--- src/rtl/pc_proj_pkg.sv ---
// Shared definitions for the principal component projection unit.
// Assumes nothing beyond IEEE 1800-2017.
package pc_proj_pkg;
    localparam int DEF_DW      = 16;
    localparam int DEF_ACC_W   = 40;
    localparam int DEF_OUT_W   = 32;
    localparam int DEF_MAX_DIM = 8;
    localparam int DEF_MAX_VEC = 64;

    typedef enum logic [0:0] {
        SQ_IDLE = 1'b0,
        SQ_RUN  = 1'b1
    } seq_state_t;
endpackage

--- src/rtl/pc_proj_seq.sv ---
// Operand sequencer: walks i (outer), j, k (inner) and issues one read pair
// per cycle. It tags each pair with first/last-of-element, final-of-run and
// the result address. It assumes m_in is in 1..MAX_DIM and n_in is in
// 1..MAX_VEC when go is pulsed.
module pc_proj_seq
    import pc_proj_pkg::*;
#(
    parameter int MAX_DIM = DEF_MAX_DIM,
    parameter int MAX_VEC = DEF_MAX_VEC,
    localparam int DIM_W   = $clog2(MAX_DIM + 1),
    localparam int VEC_W   = $clog2(MAX_VEC + 1),
    localparam int DADDR_W = $clog2(MAX_DIM * MAX_VEC),
    localparam int EADDR_W = $clog2(MAX_DIM * MAX_DIM)
) (
    input  logic               clk,
    input  logic               rst_n,
    input  logic               go,
    input  logic [DIM_W-1:0]   m_in,
    input  logic [VEC_W-1:0]   n_in,
    output logic               issue,
    output logic [DADDR_W-1:0] diff_addr,
    output logic [EADDR_W-1:0] eig_addr,
    output logic               tag_first,
    output logic               tag_last,
    output logic               tag_final,
    output logic [DADDR_W-1:0] tag_addr
);
    seq_state_t         state;
    logic [DIM_W-1:0]   m_q, j_q, k_q;
    logic [VEC_W-1:0]   n_q, i_q;
    logic [DADDR_W-1:0] row_base;
    logic [EADDR_W-1:0] k_off;
    logic               k_last, j_last, i_last;

    // End-of-loop detection for each counter.
    always_comb begin
        k_last = (k_q == m_q - DIM_W'(1));
        j_last = (j_q == m_q - DIM_W'(1));
        i_last = (i_q == n_q - VEC_W'(1));
    end

    // Read addresses and tags for the pair being issued.
    always_comb begin
        issue     = (state == SQ_RUN);
        diff_addr = row_base + DADDR_W'(k_q);
        eig_addr  = k_off + EADDR_W'(j_q);
        tag_first = (k_q == '0);
        tag_last  = k_last;
        tag_final = k_last && j_last && i_last;
        tag_addr  = row_base + DADDR_W'(j_q);
    end

    // Loop counters and running address bases.
    always_ff @(posedge clk) begin
        if (!rst_n) begin
            state    <= SQ_IDLE;
            m_q      <= '0;
            n_q      <= '0;
            i_q      <= '0;
            j_q      <= '0;
            k_q      <= '0;
            row_base <= '0;
            k_off    <= '0;
        end else begin
            case (state)
                SQ_IDLE: begin
                    if (go) begin
                        state    <= SQ_RUN;
                        m_q      <= m_in;
                        n_q      <= n_in;
                        i_q      <= '0;
                        j_q      <= '0;
                        k_q      <= '0;
                        row_base <= '0;
                        k_off    <= '0;
                    end
                end
                SQ_RUN: begin
                    if (!k_last) begin
                        k_q   <= k_q + DIM_W'(1);
                        k_off <= k_off + EADDR_W'(m_q);
                    end else begin
                        k_q   <= '0;
                        k_off <= '0;
                        if (!j_last) begin
                            j_q <= j_q + DIM_W'(1);
                        end else begin
                            j_q <= '0;
                            if (!i_last) begin
                                i_q      <= i_q + VEC_W'(1);
                                row_base <= row_base + DADDR_W'(m_q);
                            end else begin
                                state <= SQ_IDLE;
                            end
                        end
                    end
                end
                default: state <= SQ_IDLE;
            endcase
        end
    end
endmodule

--- src/rtl/pc_proj_mac.sv ---
// Pipelined multiply-accumulate. Stage 1 aligns the tags with the read data,
// which arrives one cycle after the read. Stage 2 registers the product.
// Stage 3 accumulates, clearing on the first term of an element, and on the
// last term registers a saturated result write.
module pc_proj_mac
    import pc_proj_pkg::*;
#(
    parameter int DW     = DEF_DW,
    parameter int ACC_W  = DEF_ACC_W,
    parameter int OUT_W  = DEF_OUT_W,
    parameter int ADDR_W = 9,
    localparam int PROD_W = 2 * DW
) (
    input  logic              clk,
    input  logic              rst_n,
    input  logic              in_valid,
    input  logic              in_first,
    input  logic              in_last,
    input  logic              in_final,
    input  logic [ADDR_W-1:0] in_addr,
    input  logic [DW-1:0]     op_a,
    input  logic [DW-1:0]     op_b,
    output logic              wr_en,
    output logic [ADDR_W-1:0] wr_addr,
    output logic [OUT_W-1:0]  wr_data,
    output logic              wr_final
);
    localparam logic signed [ACC_W-1:0] SAT_HI =
        {{(ACC_W - OUT_W + 1){1'b0}}, {(OUT_W - 1){1'b1}}};
    localparam logic signed [ACC_W-1:0] SAT_LO =
        {{(ACC_W - OUT_W + 1){1'b1}}, {(OUT_W - 1){1'b0}}};

    logic                     v1, f1, l1, x1;
    logic [ADDR_W-1:0]        a1;
    logic                     v2, f2, l2, x2;
    logic [ADDR_W-1:0]        a2;
    logic signed [PROD_W-1:0] prod_c, prod_q;
    logic signed [ACC_W-1:0]  acc_q, acc_next, prod_ext;
    logic [OUT_W-1:0]         sat_val;

    // Signed product of the operand pair that has just returned from memory.
    always_comb prod_c = $signed(op_a) * $signed(op_b);

    // Next accumulator value and its clamped output form.
    always_comb begin
        prod_ext = {{(ACC_W - PROD_W){prod_q[PROD_W-1]}}, prod_q};
        acc_next = f2 ? prod_ext : acc_q + prod_ext;
        if (acc_next > SAT_HI)
            sat_val = SAT_HI[OUT_W-1:0];
        else if (acc_next < SAT_LO)
            sat_val = SAT_LO[OUT_W-1:0];
        else
            sat_val = acc_next[OUT_W-1:0];
    end

    // Stage 1: delay the tags by the memory read latency.
    always_ff @(posedge clk) begin
        if (!rst_n) begin
            v1 <= 1'b0; f1 <= 1'b0; l1 <= 1'b0; x1 <= 1'b0; a1 <= '0;
        end else begin
            v1 <= in_valid;
            f1 <= in_first;
            l1 <= in_last;
            x1 <= in_final;
            a1 <= in_addr;
        end
    end

    // Stage 2: register the product with its tags.
    always_ff @(posedge clk) begin
        if (!rst_n) begin
            v2 <= 1'b0; f2 <= 1'b0; l2 <= 1'b0; x2 <= 1'b0; a2 <= '0;
            prod_q <= '0;
        end else begin
            v2     <= v1;
            f2     <= f1;
            l2     <= l1;
            x2     <= x1;
            a2     <= a1;
            prod_q <= prod_c;
        end
    end

    // Stage 3: accumulate and emit the result on the last term.
    always_ff @(posedge clk) begin
        if (!rst_n) begin
            acc_q    <= '0;
            wr_en    <= 1'b0;
            wr_addr  <= '0;
            wr_data  <= '0;
            wr_final <= 1'b0;
        end else begin
            wr_en    <= v2 && l2;
            wr_final <= v2 && l2 && x2;
            if (v2) begin
                acc_q <= acc_next;
            end
            if (v2 && l2) begin
                wr_addr <= a2;
                wr_data <= sat_val;
            end
        end
    end
endmodule

--- src/rtl/pc_project.sv ---
// Principal component projection top. It accepts start only when idle,
// treats a zero m or n as an empty run, and otherwise drives the sequencer
// and the MAC pipeline. It keeps busy high until the final write and then
// pulses done. It assumes both memories return read data one cycle after
// a read.
module pc_project
    import pc_proj_pkg::*;
#(
    parameter int DW      = DEF_DW,
    parameter int ACC_W   = DEF_ACC_W,
    parameter int OUT_W   = DEF_OUT_W,
    parameter int MAX_DIM = DEF_MAX_DIM,
    parameter int MAX_VEC = DEF_MAX_VEC,
    localparam int DIM_W   = $clog2(MAX_DIM + 1),
    localparam int VEC_W   = $clog2(MAX_VEC + 1),
    localparam int DADDR_W = $clog2(MAX_DIM * MAX_VEC),
    localparam int EADDR_W = $clog2(MAX_DIM * MAX_DIM)
) (
    input  logic               clk,
    input  logic               rst_n,
    input  logic               start,
    input  logic [DIM_W-1:0]   dim_m,
    input  logic [VEC_W-1:0]   num_n,
    output logic               busy,
    output logic               done,
    output logic               diff_rd_en,
    output logic [DADDR_W-1:0] diff_rd_addr,
    input  logic [DW-1:0]      diff_rd_data,
    output logic               eig_rd_en,
    output logic [EADDR_W-1:0] eig_rd_addr,
    input  logic [DW-1:0]      eig_rd_data,
    output logic               res_wr_en,
    output logic [DADDR_W-1:0] res_wr_addr,
    output logic [OUT_W-1:0]   res_wr_data
);
    logic               accept, empty_run, go;
    logic               issue, t_first, t_last, t_final, wr_final;
    logic [DADDR_W-1:0] t_addr;
    logic               busy_q, done_q;

    // Start qualification: idle-only, zero sizes short-circuit.
    always_comb begin
        accept    = start && !busy_q;
        empty_run = (dim_m == '0) || (num_n == '0);
        go        = accept && !empty_run;
    end

    pc_proj_seq #(
        .MAX_DIM (MAX_DIM),
        .MAX_VEC (MAX_VEC)
    ) u_seq (
        .clk       (clk),
        .rst_n     (rst_n),
        .go        (go),
        .m_in      (dim_m),
        .n_in      (num_n),
        .issue     (issue),
        .diff_addr (diff_rd_addr),
        .eig_addr  (eig_rd_addr),
        .tag_first (t_first),
        .tag_last  (t_last),
        .tag_final (t_final),
        .tag_addr  (t_addr)
    );

    pc_proj_mac #(
        .DW     (DW),
        .ACC_W  (ACC_W),
        .OUT_W  (OUT_W),
        .ADDR_W (DADDR_W)
    ) u_mac (
        .clk      (clk),
        .rst_n    (rst_n),
        .in_valid (issue),
        .in_first (t_first),
        .in_last  (t_last),
        .in_final (t_final),
        .in_addr  (t_addr),
        .op_a     (diff_rd_data),
        .op_b     (eig_rd_data),
        .wr_en    (res_wr_en),
        .wr_addr  (res_wr_addr),
        .wr_data  (res_wr_data),
        .wr_final (wr_final)
    );

    // Both memories are read in lockstep.
    always_comb begin
        diff_rd_en = issue;
        eig_rd_en  = issue;
    end

    // Run flag and completion pulse.
    always_ff @(posedge clk) begin
        if (!rst_n) begin
            busy_q <= 1'b0;
            done_q <= 1'b0;
        end else begin
            done_q <= (res_wr_en && wr_final) || (accept && empty_run);
            if (go)
                busy_q <= 1'b1;
            else if (res_wr_en && wr_final)
                busy_q <= 1'b0;
        end
    end

    assign busy = busy_q;
    assign done = done_q;
endmodule

--- config.mk ---
export PLATFORM = sky130hd
export DESIGN_NAME = pc_project
export DESIGN_NICKNAME = d
export VERILOG_FILES = /design/src/rtl/pc_proj_pkg.sv /design/src/rtl/pc_proj_seq.sv /design/src/rtl/pc_proj_mac.sv /design/src/rtl/pc_project.sv
export SDC_FILE = /design/constraint.sdc
export NUM_CORES = 1
export LEC_CHECK = 0
export BUFFER_PORTS_ARGS = -buffer_cell sky130_fd_sc_hd__buf_2
export CORE_MARGIN = 10
export CORE_UTILIZATION = 30
export DETAILED_ROUTE_END_ITERATION = 10
export GPL_TIMING_DRIVEN = 0
export MAX_ROUTING_LAYER = met4
export PLACE_DENSITY = 0.42
export SYNTH_ARGS = -nofsm -noshare
export SYNTH_HDL_FRONTEND = slang
export SYNTH_HIERARCHICAL = 1
export SYNTH_SLANG_ARGS = --single-unit
--- constraint.sdc ---
create_clock -name clk -period 8.42 [get_ports clk]
set_input_delay 0.842 -clock clk [delete_from_list [all_inputs] [get_ports clk]]
set_output_delay 0.842 -clock clk [all_outputs]
set_load 0.1 [all_outputs]
==> key figures <==
Setup path
  • Worst path max stage delay: 930 ps
  • Startpoint types: input port
  • Crit path buf inv count: 5
  • Worst path required time: between 8000 and 9000 ps
  • Worst Path Max Fanout: 10
  • Crit-path cells: buf_2, clkbuf_1, nand2_1, fa_1, inv_1, fa_1, fa_1, fa_1, fa_1, inv_1, fa_1, inv_1, ha_1, and3_1, nand2_1, nor2_1, and3_1, a221oi_2, a21oi_1, o41a_1, o21ai_0, nor3b_1
  • Worst path arrival time: roughly 8100 ps
  • WS Path Type: input port to flip-flop
  • CP Capture Type: flip-flop
  • R2R cell count: 13
  • CP top delay family: adder cells
  • Worst R2R End: u_mac/wr_data[21]
  • CP dominant cell by count: fa_1
  • R2R setup slack: about 3800 ps
  • Reg2reg start: u_mac/prod_q[0]
  • Slowest CP cell: fa_1

Synth
  • YS warnings: 6
  • Syn nets: approximately 2900
  • Ys flop type: dfxtp_1
  • Synth Instances: 2423
  • Syn avg cell area: 8.53 µm²
  • Number of enable flip-flop cells after synthesis: 0
  • Post-synthesis sequential area ratio: 17.9%
  • Synth unique cells: 88
  • Mapped Area: ~21000 µm²
  • Yosys reg bits: roughly 190
  • Synth async-reset ratio: 0%

STA
  • Endpoints failing setup: 0
  • Clock skew: 22.4 ps
  • Slew HR: between 20% and 30%
  • Worst Max-Slew Pin Slew: between 1000 and 1500 ps
  • Final Hold Viols: 0
  • Unrepaired setup endpoints after global routing: false
  • Maximum clock rate: ~130 MHz
  • Final period utilization: a little over 90%
  • Minimum clock period: roughly 7800 ps
  • Setup TNS: 0 ps
  • Final WS setup: slightly above 600 ps
  • Slew Limit Fails: 0

Power and ir drop
  • Peak VDD IR: 0.000561 V
  • Leakage: between 0.01 and 0.015 µW
  • Total power draw: 9550 µW
  • Pwr dens: between 400 and 500 nW/µm²

Cells and area
  • Share of layout cells above drive strength 1: about 7.0%
  • Core Util, Final: 33.5%
  • Most frequent cells in the layout: inv_1 (372), fa_1 (268), nand2_1 (265)
  • Leading cell type in the layout, fill and taps excluded: inv_1
  • Fillers: between 7000 and 8000
  • Area delta synth->final: 10.8%
  • Post-layout net count: between 3000 and 4000

Global routing
  • Pin count of the biggest net entering global routing: 19
  • GR Overflow Total: 0
  • Global Route Usage Sum: 17.3%
  • Vias in the first global route: 17700
  • First-pass GRT wire length: a little over 100 mm
  • Antenna violations before repair: 2

Die
  • Core footprint: 68500 µm²
  • I/O pin count: about 110
  • Die W: around 280 µm
  • Number of core rows: 96
  • Starting Density: a little under a third
  • Die height: around 280 µm
  • Die area: roughly 80000 µm²

Worst hold path
  • Worst hold path class: flip-flop to flip-flop
  • Hold_sp: u_mac/l1
  • WHS Path Cells: 1
  • Worst Hold Endpoint: u_mac/l2

Route
  • DRT iter0 DRCs: approximately 760
  • Via count: roughly 17000
  • Residual DRC: 0
  • Vias per std cell: 4.92
  • WL final: 65.7 mm
  • Drt wl/cell: 19.1 µm
  • Post-route ant nets: 0
  • Drt pass-1 iters: 5

Placed design
  • Final Wtd Congestion: between 0.9 and 1
  • Port Buffers: 106
  • Dpl ws: -139 ps
  • DP HPWL: ~55 mm

Clocking
  • CTS tree: built
  • # clock sinks: 185
  • Bufs on Longest Clock Path: 2
  • Clock Latency Late Sink: 470 ps
  • CTS clk-pin slew, worst paths: ~70 ps
  • CTS Root Buffer Type: clkbuf_16
  • # hold bufs at CTS: 0
  • Clock buffer count from CTS: 17
  • H-tree depth: 4

Run
  • Max cap viols: 0

Status
  • Outcome: finished, final reports clean
report_power, final:
group / switching (µW) / internal, µW / total [µW]
clock: 400 / 420 / 820
combinational: 4510 / 3130 / 7640
sequential: 80.9 / 1010 / 1090
total: 4990 / 4560 / 9550
repair_timing:
item                       in CTS  in global routing
resized for setup               0                  1
setup buffers                   0                  0
setup endpoints to repair       0                  1
logic make-up after synthesis:
logic type | after synthesis | synth area share [%]
compound gates | 472 | 14.9
xor+xnor | 99 | 4.53
fa+ha+maj | 415 | 34.9
buf+inv | 484 | 8.98
flops | 185 | 17.9
mux | 20 | 0.980
simple gates | 748 | 17.8
per-stage QoR:
| stage | hold slack (ps) | cells | instance area (µm²) |
|---|---|---|---|
| after floorplan | 412 | 2423 | 20700 |
| after global placement | 413 | 3411 | 22300 |
| after detailed placement | 417 | 3411 | 22300 |
| after CTS | 428 | 3443 | 22900 |
| after global routing | 446 | 3443 | 22900 |
| final | 427 | 3445 | 22900 |
per-layer routing:
metal,wire length [µm],up-vias,track usage [%],part of all wire (%)
li1,-,8146,-,-
met4,597,0,2.78,0.91
met5,0,-,-,0
met1,29700,8465,21.7,45
met2,33000,298,30.2,50
met3,2340,35,1.94,3.6
cells in the mapped netlist (all sizes together) (5+ instances only):
cell | number | area share, %
inv | 372 | 6.8
fa | 268 | 26
nand2 | 265 | 4.8
dfxtp | 185 | 18
and2 | 165 | 5.0
ha | 147 | 8.9
nor2 | 145 | 2.6
a21oi | 126 | 3.1
o21ai | 112 | 2.7
clkbuf | 93 | 1.7
xnor2 | 61 | 2.6
a21o | 46 | 1.7
a211oi | 40 | 1.5
xor2 | 33 | 1.4
and3 | 27 | 0.82
nand3 | 27 | 0.65
nor3 | 25 | 0.65
nand4 | 23 | 0.70
buf | 19 | 0.53
a21boi | 18 | 0.65
mux2i | 18 | 0.87
nor2b | 17 | 0.51
o211ai | 16 | 0.58
a31oi | 13 | 0.42
o21bai | 13 | 0.47
nand2b | 12 | 0.36
o21a | 11 | 0.40
o31ai | 10 | 0.45
a221oi | 9 | 0.41
a22oi | 8 | 0.29
o311ai | 7 | 0.30
a2111oi | 6 | 0.41
nor3b | 6 | 0.22
nor4 | 6 | 0.21
or3 | 6 | 0.18
or4 | 6 | 0.24
a211o | 5 | 0.21
xnor3 | 5 | 0.54
registers in the layout, indices dropped and copies added (netlist names), 4 cells and up:
register and count:
u_mac/acc_q 40, u_mac/prod_q 32, u_mac/wr_data 32, u_mac/a1 9
u_mac/a2 9, u_mac/wr_addr 9, u_seq/row_base 9, u_seq/i_q 7
u_seq/n_q 7, u_seq/k_off 6, u_seq/j_q 4, u_seq/k_q 4
u_seq/m_q 4
worst register-to-register path, stage by stage, from the launching register on:
cell and delay [ps]:
dfxtp_1 330, ha_1 250, fa_1 440, a211oi_1 410
o21ai_2 210, a221oi_2 390, o221ai_1 320, a21boi_1 400
mux2i_1 350, and4_1 260, nand4_1 160, buf_2 280
a221oi_1 570, o21ai_1 100
worst max path at each step:
stage	start	to	slack, ps	cells after the start
2_1_floorplan	diff_rd_data[15]	u_mac/prod_q[31]	1580	21
3_3_place_gp	eig_rd_data[6]	u_mac/prod_q[31]	-170	22
3_5_place_dp	eig_rd_data[6]	u_mac/prod_q[31]	-140	22
4_1_cts	eig_rd_data[6]	u_mac/prod_q[31]	320	22
5_1_grt	eig_rd_data[6]	u_mac/prod_q[31]	140	22
6_report	eig_rd_data[6]	u_mac/prod_q[31]	610	22
final cells by class:
class / count / area, µm² / area share [%]
multi-input cells: 1754 / 15100 / 66.0
diodes: 2 / 5.00 / 0.0219
plain buffers: 112 / 459 / 2.00
clock inverters: 15 / 160 / 0.699
repair buffers: 106 / 531 / 2.32
clock buffers: 17 / 425 / 1.86
well taps: 882 / 1100 / 4.82
inverters: 372 / 1400 / 6.10
flip-flops and latches: 185 / 3700 / 16.2
(Power assumes the default switching activity.)
